==> src/rtl/piso_pkg.sv <==
package piso_pkg;
  typedef enum logic [1:0] {
    OP_HOLD  = 2'd0,
    OP_LOAD  = 2'd1,
    OP_SHIFT = 2'd2
  } stage_op_e;

  localparam int unsigned SYNC_W = 4;  // {ser, shld_n, inh, sclk}
endpackage

==> src/rtl/piso_sync.sv <==
module piso_sync #(
  parameter int unsigned WIDTH   = 4,
  parameter int unsigned STAGES  = 2,
  parameter logic [WIDTH-1:0] RST_VAL = '0
) (
  input  logic             clk_i,
  input  logic             rst_ni,
  input  logic [WIDTH-1:0] d_i,
  output logic [WIDTH-1:0] q_o
);
  logic [WIDTH-1:0] chain [STAGES];

  for (genvar s = 0; s < STAGES; s++) begin : g_stage
    always_ff @(posedge clk_i or negedge rst_ni) begin
      if (!rst_ni) chain[s] <= RST_VAL;
      else if (s == 0) chain[s] <= d_i;
      else chain[s] <= chain[(s == 0) ? 0 : s-1];
    end
  end

  assign q_o = chain[STAGES-1];
endmodule

==> src/rtl/piso_edge.sv <==
module piso_edge
  import piso_pkg::*;
(
  input  logic      clk_i,
  input  logic      rst_ni,
  input  logic      sclk_s_i,
  input  logic      inh_s_i,
  input  logic      shld_ns_i,
  output stage_op_e op_o
);
  logic gate, gate_q;

  assign gate = sclk_s_i | inh_s_i;

  // previous sample tracks during load so stale edges are dropped
  always_ff @(posedge clk_i or negedge rst_ni) begin
    if (!rst_ni) gate_q <= 1'b0;
    else         gate_q <= gate;
  end

  always_comb begin
    if (!shld_ns_i)          op_o = OP_LOAD;
    else if (gate && !gate_q) op_o = OP_SHIFT;
    else                     op_o = OP_HOLD;
  end
endmodule

==> src/rtl/piso_stages.sv <==
module piso_stages
  import piso_pkg::*;
#(
  parameter int unsigned WIDTH = 8
) (
  input  logic             clk_i,
  input  logic             rst_ni,
  input  stage_op_e        op_i,
  input  logic             ser_i,
  input  logic [WIDTH-1:0] par_i,
  output logic [WIDTH-1:0] stages_o
);
  logic [WIDTH-1:0] stg;

  for (genvar i = 0; i < WIDTH; i++) begin : g_bit
    logic shift_in;
    if (i == 0) begin : g_head
      assign shift_in = ser_i;
    end else begin : g_body
      assign shift_in = stg[i-1];
    end

    always_ff @(posedge clk_i or negedge rst_ni) begin
      if (!rst_ni) stg[i] <= 1'b0;
      else begin
        unique case (op_i)
          OP_LOAD:  stg[i] <= par_i[i];
          OP_SHIFT: stg[i] <= shift_in;
          default:  stg[i] <= stg[i];
        endcase
      end
    end
  end

  assign stages_o = stg;
endmodule

==> src/rtl/piso_gated_shift.sv <==
module piso_gated_shift
  import piso_pkg::*;
#(
  parameter int unsigned WIDTH       = 8,
  parameter int unsigned SYNC_STAGES = 2
) (
  input  logic             clk_i,
  input  logic             rst_ni,
  input  logic             sclk_i,
  input  logic             inh_i,
  input  logic             shld_ni,
  input  logic             ser_i,
  input  logic [WIDTH-1:0] par_i,
  output logic             q_o,
  output logic             qn_o,
  output logic [WIDTH-1:0] stages_o
);
  localparam logic [SYNC_W-1:0] SYNC_RST = 4'b0100;  // shift mode, clocks low

  logic [SYNC_W-1:0] raw, synced;
  logic sclk_s, inh_s, shld_ns, ser_s;
  stage_op_e op;

  assign raw = {ser_i, shld_ni, inh_i, sclk_i};

  piso_sync #(
    .WIDTH  (SYNC_W),
    .STAGES (SYNC_STAGES),
    .RST_VAL(SYNC_RST)
  ) u_sync (
    .clk_i (clk_i),
    .rst_ni(rst_ni),
    .d_i   (raw),
    .q_o   (synced)
  );

  assign {ser_s, shld_ns, inh_s, sclk_s} = synced;

  piso_edge u_edge (
    .clk_i    (clk_i),
    .rst_ni   (rst_ni),
    .sclk_s_i (sclk_s),
    .inh_s_i  (inh_s),
    .shld_ns_i(shld_ns),
    .op_o     (op)
  );

  piso_stages #(.WIDTH(WIDTH)) u_stages (
    .clk_i   (clk_i),
    .rst_ni  (rst_ni),
    .op_i    (op),
    .ser_i   (ser_s),
    .par_i   (par_i),
    .stages_o(stages_o)
  );

  assign q_o  = stages_o[WIDTH-1];
  assign qn_o = ~stages_o[WIDTH-1];
endmodule


==> config.mk <==
export PLATFORM = sky130hd
export DESIGN_NAME = piso_gated_shift
export DESIGN_NICKNAME = d
export VERILOG_FILES = /design/src/rtl/piso_pkg.sv /design/src/rtl/piso_sync.sv /design/src/rtl/piso_edge.sv /design/src/rtl/piso_stages.sv /design/src/rtl/piso_gated_shift.sv
export SDC_FILE = /design/constraint.sdc
export NUM_CORES = 1
export LEC_CHECK = 0
export BUFFER_PORTS_ARGS = -buffer_cell sky130_fd_sc_hd__buf_4
export CAP_MARGIN = 25
export CORE_ASPECT_RATIO = 0.9
export CORE_MARGIN = 2
export CORE_UTILIZATION = 50
export DETAILED_ROUTE_END_ITERATION = 8
export PLACE_DENSITY = 0.79
export SLEW_MARGIN = 0
export SYNTH_ARGS = -nofsm -noshare
export SYNTH_HDL_FRONTEND = slang
export SYNTH_HIERARCHICAL = 1
export SYNTH_SLANG_ARGS = --single-unit
==> constraint.sdc <==
create_clock -name clk_i -period 2.4 [get_ports clk_i]
set_input_delay 0.48 -clock clk_i [delete_from_list [all_inputs] [get_ports clk_i]]
set_output_delay 0.48 -clock clk_i [all_outputs]
set_load 0.01 [all_outputs]
After elaboration in Yosys (flattened, before gate mapping):

Cells that the tools add are included.
W data, S select, Z words.

* input bits: 14
* bits in registers: 17
* output and inout bits: 10

* reductions and logical operators: 3
* bitwise gates (word level): 2
* mux-type cells: 10
* eq/ne operators: 2

Operators by type and width (number)
* $pmux W1 S2: 8
* $mux W2: 2
* $eq A2 B1 Y1 const B: 1
* $eq A2 B2 Y1 const B: 1
* $reduce_bool A2 Y1: 1
* $logic_and A1 B1 Y1: 1
* $logic_not A1 Y1: 1
* $not A1 Y1: 1
* $or A1 B1 Y1: 1

Longest topological paths before layout:

* depth after elaboration: 6
* gate-level depth with buffers: 7
* mapped depth without buffers: 5

By module:

Netlist, hierarchy kept.

By module, submodules not included
* piso_stages: cells an instance 43, area each 441.7 µm², sequential area each 200.2 µm², times used 1
* piso_sync: cells an instance 12, area each 232.7 µm², sequential area each 202.7 µm², times used 1
* piso_edge: cells an instance 4, area each 42.5 µm², sequential area each 25.0 µm², times used 1
* piso_gated_shift: cells an instance 2, area each 11.3 µm², sequential area each 0.0 µm², times used 1

Least setup slack after synthesis:

OpenSTA, ideal clock, no wires.

* path type: register to register
* start point: register u_sync.chain (netlist bit u_sync/q_o[1])
* end point: register u_stages.stg[0], in the netlist u_stages/g_bit[1].shift_in
* data required time: 2.274 ns
* path slack: 0.868 ns
* buffers on the path: 2
* setup time: 0.126 ns
* cell stages (with the launch flop): 8
* data arrival time: 1.406 ns
* cell sequence: dfrtp_1 buf_4 or2_1 nor3b_1 ha_1 buf_6 nand2_1 o21ai_1

* cells in the longest elaborated chain, start to end: 6
* elaborated cells on any way between the ends: 8
* those cells by class: eq/ne (2); mux (3); bitwise (1); reduce/logical (2)

RTL lines
* start, declared: RTL line piso_sync.sv:11 `logic [WIDTH-1:0] chain [STAGES];`
* start signal, assigned by index: RTL line piso_sync.sv:16 `else if (s == 0) chain[s] <= d_i;`
* start signal, assigned by index: RTL line piso_sync.sv:17 `else chain[s] <= chain[(s == 0) ? 0 : s-1];`
* $or A1 B1 Y1 *: RTL line piso_edge.sv:13 `assign gate = sclk_s_i | inh_s_i;`
* via u_edge.gate: RTL line piso_edge.sv:11 `logic gate, gate_q;`
* $logic_and A1 B1 Y1 *: RTL line piso_edge.sv:23 `else if (gate && !gate_q) op_o = OP_SHIFT;`
* $mux W2 *: RTL line piso_edge.sv:23
* $mux W2 *: RTL line piso_edge.sv:22 `if (!shld_ns_i) op_o = OP_LOAD;`
* via op[1]: RTL line piso_gated_shift.sv:22 `stage_op_e op;`
* $eq A2 B2 Y1 / $eq A2 B1 Y1 (equally long branches): RTL line piso_stages.sv:26 `unique case (op_i)`
* $pmux W1 S2 / $reduce_bool A2 Y1 (equally long branches)
* end signal, assigned by index: RTL line piso_stages.sv:27 `OP_LOAD: stg[i] <= par_i[i];`
* end signal, assigned by index: RTL line piso_stages.sv:28 `OP_SHIFT: stg[i] <= shift_in;`
* end signal, assigned by index: RTL line piso_stages.sv:29 `default: stg[i] <= stg[i];`
* end, declared: RTL line piso_stages.sv:13 `logic [WIDTH-1:0] stg;`

The timed path passes the listed nets; every way through them passes the cells marked *.
A chain may end at the register's enable or synchronous reset.

Worst setup path after layout:

* start point: register u_sync.chain (netlist bit u_sync/q_o[2])
* end point: register u_stages.stg[6], in the netlist u_stages/g_bit[7].shift_in

* cells in the longest elaborated chain, start to end: 3
* elaborated cells on any way between the ends: 5
* those cells by class: eq/ne (2); mux (2); reduce/logical (1)

RTL lines (RTL line)
* $mux W2 *: piso_edge.sv:22
* via op[0]: piso_gated_shift.sv:22
* $eq A2 B2 Y1 / $eq A2 B1 Y1 (equally long branches): piso_stages.sv:26
* $pmux W1 S2 / $reduce_bool A2 Y1 (equally long branches)

Marks and branches as above.

==> tab_implementation.tex <==
\begin{tabular}{lr}
\hline
Metric & Value \\
\hline
\multicolumn{2}{l}{\textbf{Die}} \\
\quad Ports & 24 \\
\quad Count of standard-cell rows & 13 \\
\quad Width of the chip & about 44 um \\
\quad Starting Density & 0.521 \\
\quad Die Y & $\sim$40 um \\
\quad Area enclosed by the die boundary & between 1500 and 2000 um2 \\
\quad Core region area & approximately 1400 um2 \\
\multicolumn{2}{l}{\textbf{Yosys}} \\
\quad Gate count after technology mapping & roughly 60 \\
\quad Post-synthesis sequential element count & 17 \\
\quad Number of warnings printed during yosys synthesis & 6 \\
\quad Syn Area/Cell & roughly 12 um2 \\
\quad Post-synthesis sequential area ratio & 0.588 \\
\quad Count of distinct cell types in the synthesized netlist & 11 \\
\quad Cell area after synthesis & 728 um2 \\
\quad Number of nets produced by synthesis & 76 \\
\multicolumn{2}{l}{\textbf{Global routing}} \\
\quad Via count of the first global-routing pass & $\sim$360 \\
\quad Overflow after GRT & 0 \\
\quad Number of antenna violations at the first check in global routing & 0 \\
\quad Largest net degree at the start of global routing & 18 \\
\quad Global-route wire length before repair & 1610 um \\
\quad Overall fraction of global-route tracks in use & 0.133 \\
\multicolumn{2}{l}{\textbf{Detailed routing}} \\
\quad Detailed-router iteration count before antenna repair & 3 \\
\quad Drt first-iter violations & 9 \\
\quad Number of vias in the routed layout & between 400 and 500 \\
\quad Antenna viol nets, final & 0 \\
\quad WL final & 1030 um \\
\quad Post-route DRC & 0 \\
\quad DR WL/cell & about 12 um \\
\quad Vias/cell & around 4.7 \\
\multicolumn{2}{l}{\textbf{Clock tree}} \\
\quad Hold-fix buffers at CTS & 0 \\
\quad \# Post-CTS Setup Buffers & 0 \\
\quad Total of cells resized after clock tree synthesis & 0 \\
\quad Worst-skew pair later-pin latency & 0.29 ns \\
\quad Clock Tree Root & sky130\_fd\_sc\_hd\_\_clkbuf\_4 \\
\quad Clock edge transition at the registers on the reported setup and hold paths & around 0.10 ns \\
\quad TritonCTS clock tree & yes \\
\quad Htree depth & 1 \\
\quad Clock Sink Count & 17 \\
\quad Largest buffer count on any clock path & 2 \\
\quad Number of buffers added by the clock tree synthesis step & 3 \\
\multicolumn{2}{l}{\textbf{STA}} \\
\quad Pins over their slew limit & 0 \\
\quad Max transition margin & 0.681 \\
\quad Share of the cycle needed by the critical path after routing & 0.707 \\
\quad Worst Clk Skew & approximately 0.0042 ns \\
\quad Final setup TNS & 0 ns \\
\quad WHS & $\sim$0.029 ns \\
\quad Final Hold Violating Endpoints & 0 \\
\quad Achievable Freq & between 500 and 600 MHz \\
\quad Actual transition at the worst max-transition pin & 0.478 ns \\
\quad Time the final worst path needs with I/O delays and setup & 1.70 ns \\
\quad Final setup violation count & 0 \\
\quad RSZ-0062 raised after global routing & false \\
\multicolumn{2}{l}{\textbf{Place}} \\
\quad Final GP Congestion & 0.668 \\
\quad Cell area after placement & between 800 and 900 um2 \\
\quad Input/output buffers & 23 \\
\quad Detailed placement HPWL & around 770 um \\
\multicolumn{2}{l}{\textbf{Worst setup path}} \\
\quad Startpoint types & flop \\
\quad Worst Path Buf+Inv & 1 \\
\quad Type of the setup path with the least slack & reg -> reg \\
\quad Maximum fanout along the worst path & 8 \\
\quad Logic depth of the worst register-to-register path & 5 \\
\quad WP data arrival & around 1.9 ns \\
\quad Worst-path cell chain & inv\_1 > nor3b\_1 > ha\_1 > mux2i\_1 > o21ai\_1 \\
\quad Slowest cell on the critical path & sky130\_fd\_sc\_hd\_\_dfstp\_2 \\
\quad Critical path required time & roughly 2.6 ns \\
\quad Startpoint of the most critical register-to-register path & u\_sync/q\_o[2] \\
\quad Capture instance of the worst register-to-register path & u\_stages/g\_bit[7].shift\_in \\
\quad Category of the worst setup path capture point & flop \\
\quad Internal reg-to-reg setup slack & roughly 0.7 ns \\
\quad Family of cells with the greatest summed delay on the critical path & flip-flops \\
\quad Critical path's largest stage delay & roughly 0.53 ns \\
\multicolumn{2}{l}{\textbf{Cells and area}} \\
\quad Antenna cell count & 0 \\
\quad Top library cells by usage in the layout, fill and taps aside & 23 x sky130\_fd\_sc\_hd\_\_buf\_4, 15 x sky130\_fd\_sc\_hd\_\_dfrtp\_1, 8 x sky130\_fd\_sc\_hd\_\_mux2i\_1, 8 x sky130\_fd\_sc\_hd\_\_nand2\_1, 8 x sky130\_fd\_sc\_hd\_\_o21ai\_1 \\
\quad Filler instances & approximately 120 \\
\quad Most common library cell in the layout ignoring fill and taps & sky130\_fd\_sc\_hd\_\_buf\_4 \\
\quad Layout cell share with drive strength beyond 1 & 0.392 \\
\quad Count of nets after finishing & 90 \\
\quad Area of all placed cells without fillers & around 840 um2 \\
\quad Area growth, synth to finish & 14.9\% \\
\multicolumn{2}{l}{\textbf{Run status}} \\
\quad Result of the run & completed \\
\multicolumn{2}{l}{\textbf{Flow run}} \\
\quad Maxcap violations & 0 \\
\multicolumn{2}{l}{\textbf{Power and ir drop}} \\
\quad Power, Total & a little under 600 uW \\
\quad Maximum VDD drop & 0.000411 V \\
\quad Leakage component of the power & between 0.0003 and 0.0004 uW \\
\quad Total power divided by cell area & between 700 and 800 nW/um2 \\
\multicolumn{2}{l}{\textbf{Hold path}} \\
\quad Type of the tightest min-delay check & in -> async \\
\hline
\end{tabular}
## metal layers
metal  global-route usage  vias to the layer above  part of all wire
met5                    0                        -                 0
met4               0.0909                        0             0.012
met3               0.0450                        2             0.051
met2                0.191                       14              0.48
met1                0.172                      188              0.45
li1                     -                      212                 -
## how the worst max path moves through the flow
stage	endpoint	depth (start not counted)	slack [ns]	startpoint
floorplan	u_stages/g_bit[1].shift_in	7	0.87	u_sync/q_o[1]
global placement	u_stages/g_bit[2].shift_in	5	0.76	u_sync/q_o[2]
detailed placement	u_stages/g_bit[7].shift_in	5	0.72	u_sync/q_o[2]
CTS	u_stages/g_bit[7].shift_in	5	0.69	u_sync/q_o[2]
global route	u_stages/g_bit[7].shift_in	5	0.53	u_sync/q_o[2]
finish	u_stages/g_bit[7].shift_in	5	0.70	u_sync/q_o[2]
## registers in the layout, indices dropped and copies added, names as in the netlist
register,cells
u_stages/g_bit.shift_in,7
u_edge/gate_q,1
u_sync/q_o,4
u_sync/chain,4
u_stages/stages_o,1
## logic make-up (layout without fill, tap and decap cells)
kind of cell    after synthesis  count (layout)  synth area share
mux                           8               8             0.110
compound gates                8               8            0.0550
buf+inv                      17              30             0.170
flops                        17              17             0.588
fa+ha+maj                     1               1            0.0172
simple gates                 10              10            0.0601
## Yosys cell counts
cell | n | share of area
sky130_fd_sc_hd__dfstp_2 | 2 | 0.072
sky130_fd_sc_hd__or2_1 | 1 | 0.0086
sky130_fd_sc_hd__mux2i_1 | 8 | 0.11
sky130_fd_sc_hd__dfrtp_1 | 15 | 0.52
sky130_fd_sc_hd__inv_1 | 3 | 0.015
sky130_fd_sc_hd__buf_4 | 12 | 0.12
sky130_fd_sc_hd__nor3b_1 | 1 | 0.010
sky130_fd_sc_hd__nand2_1 | 8 | 0.041
sky130_fd_sc_hd__o21ai_1 | 8 | 0.055
sky130_fd_sc_hd__buf_6 | 2 | 0.031
sky130_fd_sc_hd__ha_1 | 1 | 0.017
## where the power goes
group          switching [uW]  internal [uW]
Combinational            45.7           56.2
Clock                    92.5           63.2
Sequential               17.0            314
Total                     155            433
## through the flow
step	setup WS (ns)	instances	util
finish	0.703	89	0.598
global placement	0.764	85	0.577
detailed placement	0.719	85	0.577
floorplan	0.868	61	-
CTS	0.689	89	0.598
global route	0.526	89	0.598
## layout make-up
type / instances / area, um2 / share of cell area
clock inverter: 1 / 7.51 / 0.00897
tap: 15 / 18.8 / 0.0224
timing repair buffer: 23 / 173 / 0.206
sequential: 17 / 428 / 0.511
clock buffer: 3 / 22.5 / 0.0269
inverter: 3 / 11.3 / 0.0135
multi-input combinational: 27 / 176 / 0.211
Note: power is estimated with default switching activity, not from simulation.
